--- config.mk ---
export PLATFORM = sky130hd
export DESIGN_NAME = e1_loop_selector
export DESIGN_NICKNAME = d
export VERILOG_FILES = /design/src/rtl/e1lb_pkg.sv /design/src/rtl/e1lb_frame_latch.sv /design/src/rtl/e1lb_slot_buf.sv /design/src/rtl/e1lb_slot0_gen.sv /design/src/rtl/e1_loop_selector.sv
export SDC_FILE = /design/constraint.sdc
export NUM_CORES = 1
export LEC_CHECK = 0
export CAP_MARGIN = 10
export CELL_PAD_IN_SITES_DETAIL_PLACEMENT = 2
export CELL_PAD_IN_SITES_GLOBAL_PLACEMENT = 2
export CORE_MARGIN = 2
export CORE_UTILIZATION = 44
export CTS_CLUSTER_DIAMETER = 200
export DETAILED_ROUTE_END_ITERATION = 6
export PLACE_DENSITY = 0.89
export SKIP_CTS_REPAIR_TIMING = 1
export SYNTH_ARGS = -nofsm -noshare
export SYNTH_HDL_FRONTEND = slang
export SYNTH_SLANG_ARGS = --single-unit
export TNS_END_PERCENT = 5
--- constraint.sdc ---
create_clock -name clk -period 3.83 [get_ports clk]
set_input_delay 0.766 -clock clk [delete_from_list [all_inputs] [get_ports clk]]
set_output_delay 0.766 -clock clk [all_outputs]
set_load 0.01 [all_outputs]
--- src/rtl/e1lb_pkg.sv ---
package e1lb_pkg;

   // whole-stream control word bit positions (software visible)
   localparam int CTL_W   = 5;
   localparam int CTL_DIG = 0;
   localparam int CTL_REM = 1;
   localparam int CTL_SYS = 2;
   localparam int CTL_PAY = 3;
   localparam int CTL_ANA = 4;

   // per-slot control word bit positions
   localparam int TS_LOC_BIT = 4;
   localparam int TS_REM_BIT = 5;

   typedef enum logic [2:0] {
      LB_NONE = 3'd0,
      LB_DIG  = 3'd1,
      LB_PAY  = 3'd2,
      LB_SYS  = 3'd3,
      LB_REM  = 3'd4
   } lb_mode_e;

   // fixed priority: digital > payload > system-side > remote
   function automatic lb_mode_e lb_decode(input logic [CTL_W-1:0] c);
      if (c[CTL_DIG])      return LB_DIG;
      else if (c[CTL_PAY]) return LB_PAY;
      else if (c[CTL_SYS]) return LB_SYS;
      else if (c[CTL_REM]) return LB_REM;
      else                 return LB_NONE;
   endfunction

endpackage

--- src/rtl/e1lb_frame_latch.sv ---
module e1lb_frame_latch #(
   parameter int CW    = 5,
   parameter int SLOTS = 32
) (
   input  logic             clk,
   input  logic             rst_n,
   input  logic             boundary,
   input  logic [CW-1:0]    ctrl_in,
   input  logic [SLOTS-1:0] mask_in,
   output logic [CW-1:0]    ctrl_eff,
   output logic [SLOTS-1:0] mask_eff
);

   logic [CW-1:0]    ctrl_q;
   logic [SLOTS-1:0] mask_q;

   always_ff @(posedge clk) begin
      if (!rst_n) begin
         ctrl_q <= '0;
         mask_q <= '0;
      end else if (boundary) begin
         ctrl_q <= ctrl_in;
         mask_q <= mask_in;
      end
   end

   // the boundary slot already uses the new setting
   assign ctrl_eff = boundary ? ctrl_in : ctrl_q;
   assign mask_eff = boundary ? mask_in : mask_q;

endmodule

--- src/rtl/e1lb_slot_buf.sv ---
module e1lb_slot_buf #(
   parameter int SLOTS = 32,
   parameter int DW    = 8,
   parameter int NRD   = 1
) (
   input  logic                     clk,
   input  logic                     rst_n,
   input  logic [$clog2(SLOTS)-1:0] waddr,
   input  logic [DW-1:0]            wdata,
   input  logic [NRD-1:0][$clog2(SLOTS)-1:0] raddr,
   output logic [NRD-1:0][DW-1:0]   rdata
);

   localparam int AW = $clog2(SLOTS);

   logic [DW-1:0] mem [SLOTS];

   generate
      if (NRD < 1) begin : g_bad_nrd
         $error("e1lb_slot_buf needs at least one read port");
      end
   endgenerate

   always_ff @(posedge clk) begin
      if (!rst_n) begin
         for (int i = 0; i < SLOTS; i++) mem[i] <= '0;
      end else begin
         mem[waddr] <= wdata;
      end
   end

   // read-before-write: a same-slot read sees last frame's byte
   for (genvar p = 0; p < NRD; p++) begin : g_rd
      logic [AW-1:0] ra;
      assign ra       = raddr[p];
      assign rdata[p] = mem[ra];
   end

endmodule

--- src/rtl/e1lb_slot0_gen.sv ---
module e1lb_slot0_gen #(
   parameter int          DW        = 8,
   parameter int          DL_W      = 5,
   parameter logic [DW-1:0] FAS_WORD = 8'h9B,
   parameter logic [DW-DL_W-1:0] NFAS_HEAD = 3'b110
) (
   input  logic            clk,
   input  logic            rst_n,
   input  logic            frame_start,
   input  logic [DL_W-1:0] dl_bits,
   output logic [DW-1:0]   word
);

   generate
      if (DL_W >= DW) begin : g_bad_dl
         $error("data-link field must be narrower than a slot");
      end
   endgenerate

   logic odd_q;

   always_ff @(posedge clk) begin
      if (!rst_n)           odd_q <= 1'b0;
      else if (frame_start) odd_q <= ~odd_q;
   end

   assign word = odd_q ? {NFAS_HEAD, dl_bits} : FAS_WORD;

endmodule

--- src/rtl/e1_loop_selector.sv ---
module e1_loop_selector
   import e1lb_pkg::*;
#(
   parameter int SLOTS = 32,
   parameter int DW    = 8,
   parameter int DL_W  = 5,
   parameter int TSW_W = 8,
   parameter logic [DW-1:0] FAS_WORD = 8'h9B,
   parameter logic [DW-DL_W-1:0] NFAS_HEAD = 3'b110,
   localparam int SW = $clog2(SLOTS)
) (
   input  logic             clk,
   input  logic             rst_n,
   input  logic [DW-1:0]    sys_in_data,
   input  logic [SW-1:0]    sys_in_slot,
   input  logic             sys_frame,
   output logic [DW-1:0]    sys_out_data,
   input  logic [DW-1:0]    line_rx_data,
   input  logic [SW-1:0]    line_rx_slot,
   output logic [DW-1:0]    line_tx_data,
   input  logic [CTL_W-1:0] loop_ctrl,
   input  logic             ts_wr_en,
   input  logic [SW-1:0]    ts_wr_addr,
   input  logic [TSW_W-1:0] ts_wr_data,
   input  logic [DL_W-1:0]  dl_bits,
   output logic             analog_loop_en
);

   generate
      if ((1 << SW) != SLOTS) begin : g_bad_slots
         $error("SLOTS must be a power of two");
      end
      if (TSW_W <= TS_REM_BIT) begin : g_bad_tsw
         $error("per-slot control word too narrow");
      end
   endgenerate

   // ---------------- per-slot control table (staged) ----------------
   logic [SLOTS-1:0] stage_loc, stage_rem;

   always_ff @(posedge clk) begin
      if (!rst_n) begin
         stage_loc <= '0;
         stage_rem <= '0;
      end else if (ts_wr_en) begin
         stage_loc[ts_wr_addr] <= ts_wr_data[TS_LOC_BIT];
         stage_rem[ts_wr_addr] <= ts_wr_data[TS_REM_BIT];
      end
   end

   // ---------------- frame-boundary latches, one per side ----------------
   logic             line_frame;
   logic [CTL_W-1:0] sys_ctrl_eff, line_ctrl_eff;
   logic [SLOTS-1:0] sys_loc_eff, line_rem_eff;

   assign line_frame = (line_rx_slot == '0);

   e1lb_frame_latch #(.CW(CTL_W), .SLOTS(SLOTS)) u_sys_latch (
      .clk      (clk),
      .rst_n    (rst_n),
      .boundary (sys_frame),
      .ctrl_in  (loop_ctrl),
      .mask_in  (stage_loc),
      .ctrl_eff (sys_ctrl_eff),
      .mask_eff (sys_loc_eff)
   );

   e1lb_frame_latch #(.CW(CTL_W), .SLOTS(SLOTS)) u_line_latch (
      .clk      (clk),
      .rst_n    (rst_n),
      .boundary (line_frame),
      .ctrl_in  (loop_ctrl),
      .mask_in  (stage_rem),
      .ctrl_eff (line_ctrl_eff),
      .mask_eff (line_rem_eff)
   );

   lb_mode_e sys_mode, line_mode;
   assign sys_mode  = lb_decode(sys_ctrl_eff);
   assign line_mode = lb_decode(line_ctrl_eff);

   // ---------------- elastic buffers ----------------
   logic [1:0][DW-1:0] tx_rd;
   logic [0:0][DW-1:0] rx_rd;

   // transmit buffer: port 0 read on system timing, port 1 on line timing
   e1lb_slot_buf #(.SLOTS(SLOTS), .DW(DW), .NRD(2)) u_txbuf (
      .clk   (clk),
      .rst_n (rst_n),
      .waddr (sys_in_slot),
      .wdata (sys_in_data),
      .raddr ({line_rx_slot, sys_in_slot}),
      .rdata (tx_rd)
   );

   e1lb_slot_buf #(.SLOTS(SLOTS), .DW(DW), .NRD(1)) u_rxbuf (
      .clk   (clk),
      .rst_n (rst_n),
      .waddr (line_rx_slot),
      .wdata (line_rx_data),
      .raddr (sys_in_slot),
      .rdata (rx_rd)
   );

   // ---------------- slot 0 regeneration ----------------
   logic [DW-1:0] slot0_word;

   e1lb_slot0_gen #(
      .DW(DW), .DL_W(DL_W), .FAS_WORD(FAS_WORD), .NFAS_HEAD(NFAS_HEAD)
   ) u_slot0 (
      .clk         (clk),
      .rst_n       (rst_n),
      .frame_start (line_frame),
      .dl_bits     (dl_bits),
      .word        (slot0_word)
   );

   // ---------------- output selection ----------------
   logic [DW-1:0] sys_nxt, line_nxt;

   always_comb begin
      case (sys_mode)
         LB_DIG:  sys_nxt = tx_rd[0];
         LB_SYS:  sys_nxt = sys_in_data;
         LB_NONE: sys_nxt = sys_loc_eff[sys_in_slot] ? sys_in_data : rx_rd[0];
         default: sys_nxt = rx_rd[0];
      endcase
   end

   always_comb begin
      case (line_mode)
         LB_REM:  line_nxt = line_rx_data;
         LB_PAY:  line_nxt = line_frame ? slot0_word : line_rx_data;
         LB_NONE: line_nxt = line_rem_eff[line_rx_slot] ? line_rx_data : tx_rd[1];
         default: line_nxt = tx_rd[1];
      endcase
   end

   always_ff @(posedge clk) begin
      if (!rst_n) begin
         sys_out_data   <= '0;
         line_tx_data   <= '0;
         analog_loop_en <= 1'b0;
      end else begin
         sys_out_data   <= sys_nxt;
         line_tx_data   <= line_nxt;
         analog_loop_en <= line_ctrl_eff[CTL_ANA];
      end
   end

endmodule

Yosys cells after proc, flatten, opt, wreduce, memory -nomap -nowiden
Memories as Yosys holds them, arrays and structs flattened.
Cells that the tools add are included.
{ "word_totals": {"regBits": 155, "mem_bits_rw": 512, "inputBits": 53, "n_memories": 2} }
{ "memory_table": {"columns": ["memory", "words", "word_bits", "rd", "rd_ports_with_merged_regs", "wr", "line_no", "rtl"], "rows": [
  ["u_rxbuf.mem", 32, 8, 1, 0, 32, "e1lb_slot_buf.sv:16", "logic [DW-1:0] mem [SLOTS];"],
  ["u_txbuf.mem", 32, 8, 2, 0, 32, "e1lb_slot_buf.sv:16", null]
]} }
{ "op_classes": {"magnitude_cmp": 4, "eq_ne": 4, "mux": 34, "n_bitwise": 1, "n_reduce_logical": 6} }
{ "ops": {"columns": ["cell", "count"], "rows": [
  ["$bwmux W32", 2],
  ["$mux W32", 2],
  ["$pmux W8 S3", 2],
  ["$mux W8", 5],
  ["$mux W3", 8],
  ["$lt A5 B6 Y1 const B", 3],
  ["$reduce_or A8 Y1", 2],
  ["$mux W5", 3],
  ["$bmux W1 S5", 2],
  ["$mux W1", 7],
  ["$mux W7", 1],
  ["$eq A3 B2 Y1 const B", 2],
  ["$logic_not A3 Y1", 2],
  ["$demux W1 S5", 1],
  ["$ge A5 B1 Y1 const B", 1],
  ["$logic_not A5 Y1", 1],
  ["$mux W4", 1],
  ["$eq A3 B1 Y1 const B", 1],
  ["$eq A3 B3 Y1 const B", 1],
  ["$logic_and A1 B1 Y1", 1],
  ["$not A1 Y1", 1]
]} }

Depth between registers and ports, before layout
{ "logic_depth": {"ltp_word": 8, "mapped_depth": 11, "ltp_nobuf": 6} }

Cells and area by module
A second synthesis with hierarchy kept.
{ "hier_totals": {"cells_unflattened": 2362, "area_unflattened_um2": 33290.7} }
{ "by_module_without_submodules": {"columns": ["module", "n_inst", "cells_per_inst", "area_per_inst_um2", "seq_area_each_um2"], "rows": [
  ["e1lb_slot_buf at u_txbuf", 1, 840, 13797.0, 7687.4],
  ["e1lb_slot_buf at u_rxbuf", 1, 733, 11802.6, 7687.4],
  ["e1_loop_selector", 1, 540, 4416.7, 1621.6],
  ["e1lb_frame_latch", 2, 118, 1586.5, 740.7],
  ["e1lb_slot0_gen", 1, 13, 101.3, 20.0]
]} }

Worst setup path after synthesis
Ideal clock, no wire load.
{ "synth_path": {"path_type": "in2reg", "startpoint": "in sys_in_slot[4]", "endpoint": "mem u_txbuf.mem[18][0] (enable)", "setup_ns": 0.384, "arrival_time_ns": 2.776, "path_slack_ns": 0.670, "cell_stages": 6, "n_path_buf": 4, "cell_sequence": "clkbuf_1 -> clkbuf_1 -> clkbuf_1 -> or3b_2 -> clkbuf_1 -> o21ai_0"} }
{ "synth_lines": {"columns": ["item", "line_no", "rtl"], "rows": [
  ["start, declared", "e1_loop_selector.sv:15", "input logic [SW-1:0] sys_in_slot,"],
  ["end, declared", "e1lb_slot_buf.sv:16", null]
]} }

Worst setup path after layout
{ "layout_path": {"startpoint": "in sys_in_slot[3]", "endpoint": "reg sys_out_data[1]"} }
{ "layout_between": {"elab_chain_cells": 4} }
{ "layout_lines": {"columns": ["item", "line_no", "rtl"], "rows": [
  ["$bmux W1 S5", "e1_loop_selector.sv:125", "LB_NONE: sys_nxt = sys_loc_eff[sys_in_slot] ? sys_in_data : rx_rd[0];"],
  ["$mux W1 (implied by the code)", "e1_loop_selector.sv:125", null],
  ["$mux W8", "e1_loop_selector.sv:125", null],
  ["$pmux W8 S3 (*)", "e1_loop_selector.sv:122", "case (sys_mode)"],
  ["end signal, assigned", "e1_loop_selector.sv:145", "sys_out_data <= sys_nxt;"],
  ["end, declared", "e1_loop_selector.sv:17", "output logic [DW-1:0] sys_out_data,"]
]} }
Every way passes the cells marked *; elsewhere a longest branch is shown, timed or not. The select of a mux whose other input is x is not followed.
A chain may end at the register's enable or synchronous reset.

==> reports/metrics.yaml <==
holdPathEnd: "u_line_latch.mask_q[22]"
ys_top_cells_by_area: "edfxtp_1 47%, mux4_2 9.9%, and2_1 9.7%"
nets: 2804
grt_pass1_vias: 28100
ff2ff_setup_slack_ns: 0.99
grt_use_met1_pct: 46.8
rsz0062_at_grt: "no"
worstPathMaxFanout: 30
die_y_um: 276
slew_viol_final: 0
timing.final.crit_share_pct: 88.3
wl_um: 151000
syn-cell-area_um2: 32600
r2r_start: "u_sys_latch.ctrl_q[2]"
fillers: 6810
final-setup-viol-count: 0
yosysWarnings: 0
clockBufferDepth: 3
clock-sinks: 665
path_clk_slew_ns: 0.07
gp_congestion: 0.982
clock.fmax_mhz: 296
final_core_util_pct: 51.5
fin_worst_skew_ns: 0.0423
overflow: 0
syn_nets: 2686
cts-root-buf: "clkbuf_16"
leakagePower_nw: 13.4
max_slew.worst_pin.slew_ns: 1.20
outcome: "finished with violations"
crit_path_start_kind: "primary input"
area_growth_pct: 15.6
violations: "DRC"
final_antenna_net_count: 0
grt_pass1_wl_um: 216000
fp.dieW_um: 276
ys_types: 61
num_io_pins: 70
relSlewSlack_pct: 20.0
grt_max_degree: 69
hold_path.class: "register to register"
met3_usage_pct: 9.19
worst_r2r_endpoint: "sys_out_data[2]"
drv_cap: 0
ir_drop_v: 0.000257
port_buffers: 63
synth.yosys.seq_area_share_pct: 56.5
reg2reg_depth: 7
critPathKind: "primary input to register"
use_met2_pct: 63.4
post-route-min-period_ns: 3.38
synthArstFlopShare_pct: 0
yosysTopAreaCellShare_pct: 47.1
core-area_um2: 73200
clk_latency_ns: 0.67
synth_seq_cells: 665
initialDrtViolationCount: 3974
synth_flop_cell: "edfxtp_1"
grt-busiest-layer: "met2"
finalHoldViolations: 0
hp-start: "u_line_latch.mask_q[22]"
grt_usage_pct: 39.1
finalSetupTns_ns: 0
cts_made_buffers: 76
design.die.area_um2: 76300
dr_total_vias: 26300
initial_core_util_pct: 44.6
synth_edf_count: 512
remaining_drc_errors: 33
p_per_area_nw_per_um2: 490
dp_hpwl_um: 93100
drive_above_1_share_pct: 18.2
netlist_instances: 2633
vias_per_cell: 6.97
min_path_cells: 2
wl_per_cell_um: 39.9
layout_commonest_cell: "edfxtp_1"
mostFrequentLayoutCells: "512 x edfxtp_1, 506 x and2_1, 185 x buf_4"
syn_avg_cell_area_um2: 12.4
htree_levels: 3
rows: 99
arrival_ns: 3.97
cts_tree: "built"
first_pass_iters: 7
cp-end-kind: "register"
yosys.area.top_type: "edfxtp_1"
antenna_found_initial: 11
cp_data_required_time_ns: 4.41
[synthesized netlist by cell type (6+ instances only)]
cell,number
clkbuf_1,147
nand4_1,22
a221o_1,9
mux2i_1,162
and3_1,14
nor3b_1,7
and2_1,506
a22oi_1,96
edfxtp_1,512
nand3b_1,8
mux4_2,143
nor2_1,142
or2_2,11
mux2_2,28
a31oi_1,9
o21ai_0,110
inv_1,7
buf_4,14
nor4_1,13
nor3_1,12
a21oi_1,104
nor4bb_1,6
nand2b_1,13
dfxtp_1,153
buf_1,13
o211ai_1,6
nand3_1,65
buf_2,39
o22ai_1,28
nand2_1,167
[power by group]
| group | switching (mW) | internal (mW) |
|---|---|---|
| registers | 0.275 | 8.13 |
| clock network | 3.42 | 4.58 |
| logic | 1.35 | 0.709 |
[cell type report]
cell class                      count  area, µm²  share of cell area [%]
Antenna cell                        4       10.0                  0.0265
Sequential cell                   665      18400                    48.9
Timing Repair Buffer              254       2140                    5.68
Inverter                            7       28.8                  0.0763
Clock buffer                      104       2160                    5.73
Clock inverter                     37        438                    1.16
Tap cell                          959       1200                    3.18
Multi-Input combinational cell   1747      13300                    35.2
[through the flow]
step	power [mW]	instances	setup slack [ns]	hold WS, ns	instance area, µm²
CTS	18.3	3773	0.614	0.472	37700
global placement	10.2	3632	0.274	0.441	35100
floorplan	9.35	2633	0.670	0.428	32600
global route	18.7	3773	0.502	0.496	37700
finish	18.5	3777	0.449	0.473	37700
detailed placement	10.4	3632	0.0995	0.452	35100
[cell families after synthesis]
group                  after synthesis  synth area share, %
AND/OR/NAND/NOR                   1013                 17.1
flip-flops                         665                 56.5
AO/OA/AOI/OAI                      398                 7.60
multiplexers                       335                 15.9
buffers and inverters              221                 2.88
XOR/XNOR                             1               0.0269
[worst max-delay path, cell delays in order]
cell and delay (ns):
clkdlybuf4s50_1 0.50, buf_12 0.23, and4b_1 0.50, a22oi_1 0.48, nand4_1 0.28, nor4_1 0.58
buf_4 0.21, a221oi_1 0.08, o211ai_1 0.28
[worst max-delay path by stage]
| stage | start | to | cells after the start |
|---|---|---|---|
| after global routing | sys_frame | sys_out_data[6] | 8 |
| after global placement | line_rx_slot[3] | line_tx_data[3] | 8 |
| final | sys_in_slot[3] | sys_out_data[1] | 9 |
| after floorplan | sys_in_slot[4] | u_txbuf.mem[18][0] | 6 |
| after CTS | sys_in_slot[3] | sys_out_data[1] | 9 |
| after detailed placement | line_rx_slot[3] | line_tx_data[4] | 8 |
[routing by layer]
layer / vias up / share of wire, %
met3: 678 / 9.8
met1: 13500 / 35
met5: - / 0.037
met2: 2102 / 47
met4: 8 / 7.9
li1: 10000 / -
[flip-flops by register name, summed over array words and instances, names as in the netlist]
register	count
u_line_latch.ctrl_q	4
u_txbuf.mem	256
analog_loop_en	1
u_rxbuf.mem	256
stage_rem	32
u_sys_latch.mask_q	32
stage_loc	32
sys_out_data	8
u_line_latch.mask_q	31
u_sys_latch.ctrl_q	4
line_tx_data	8
u_slot0.odd_q	1
Power figures use the tool's default switching activity.
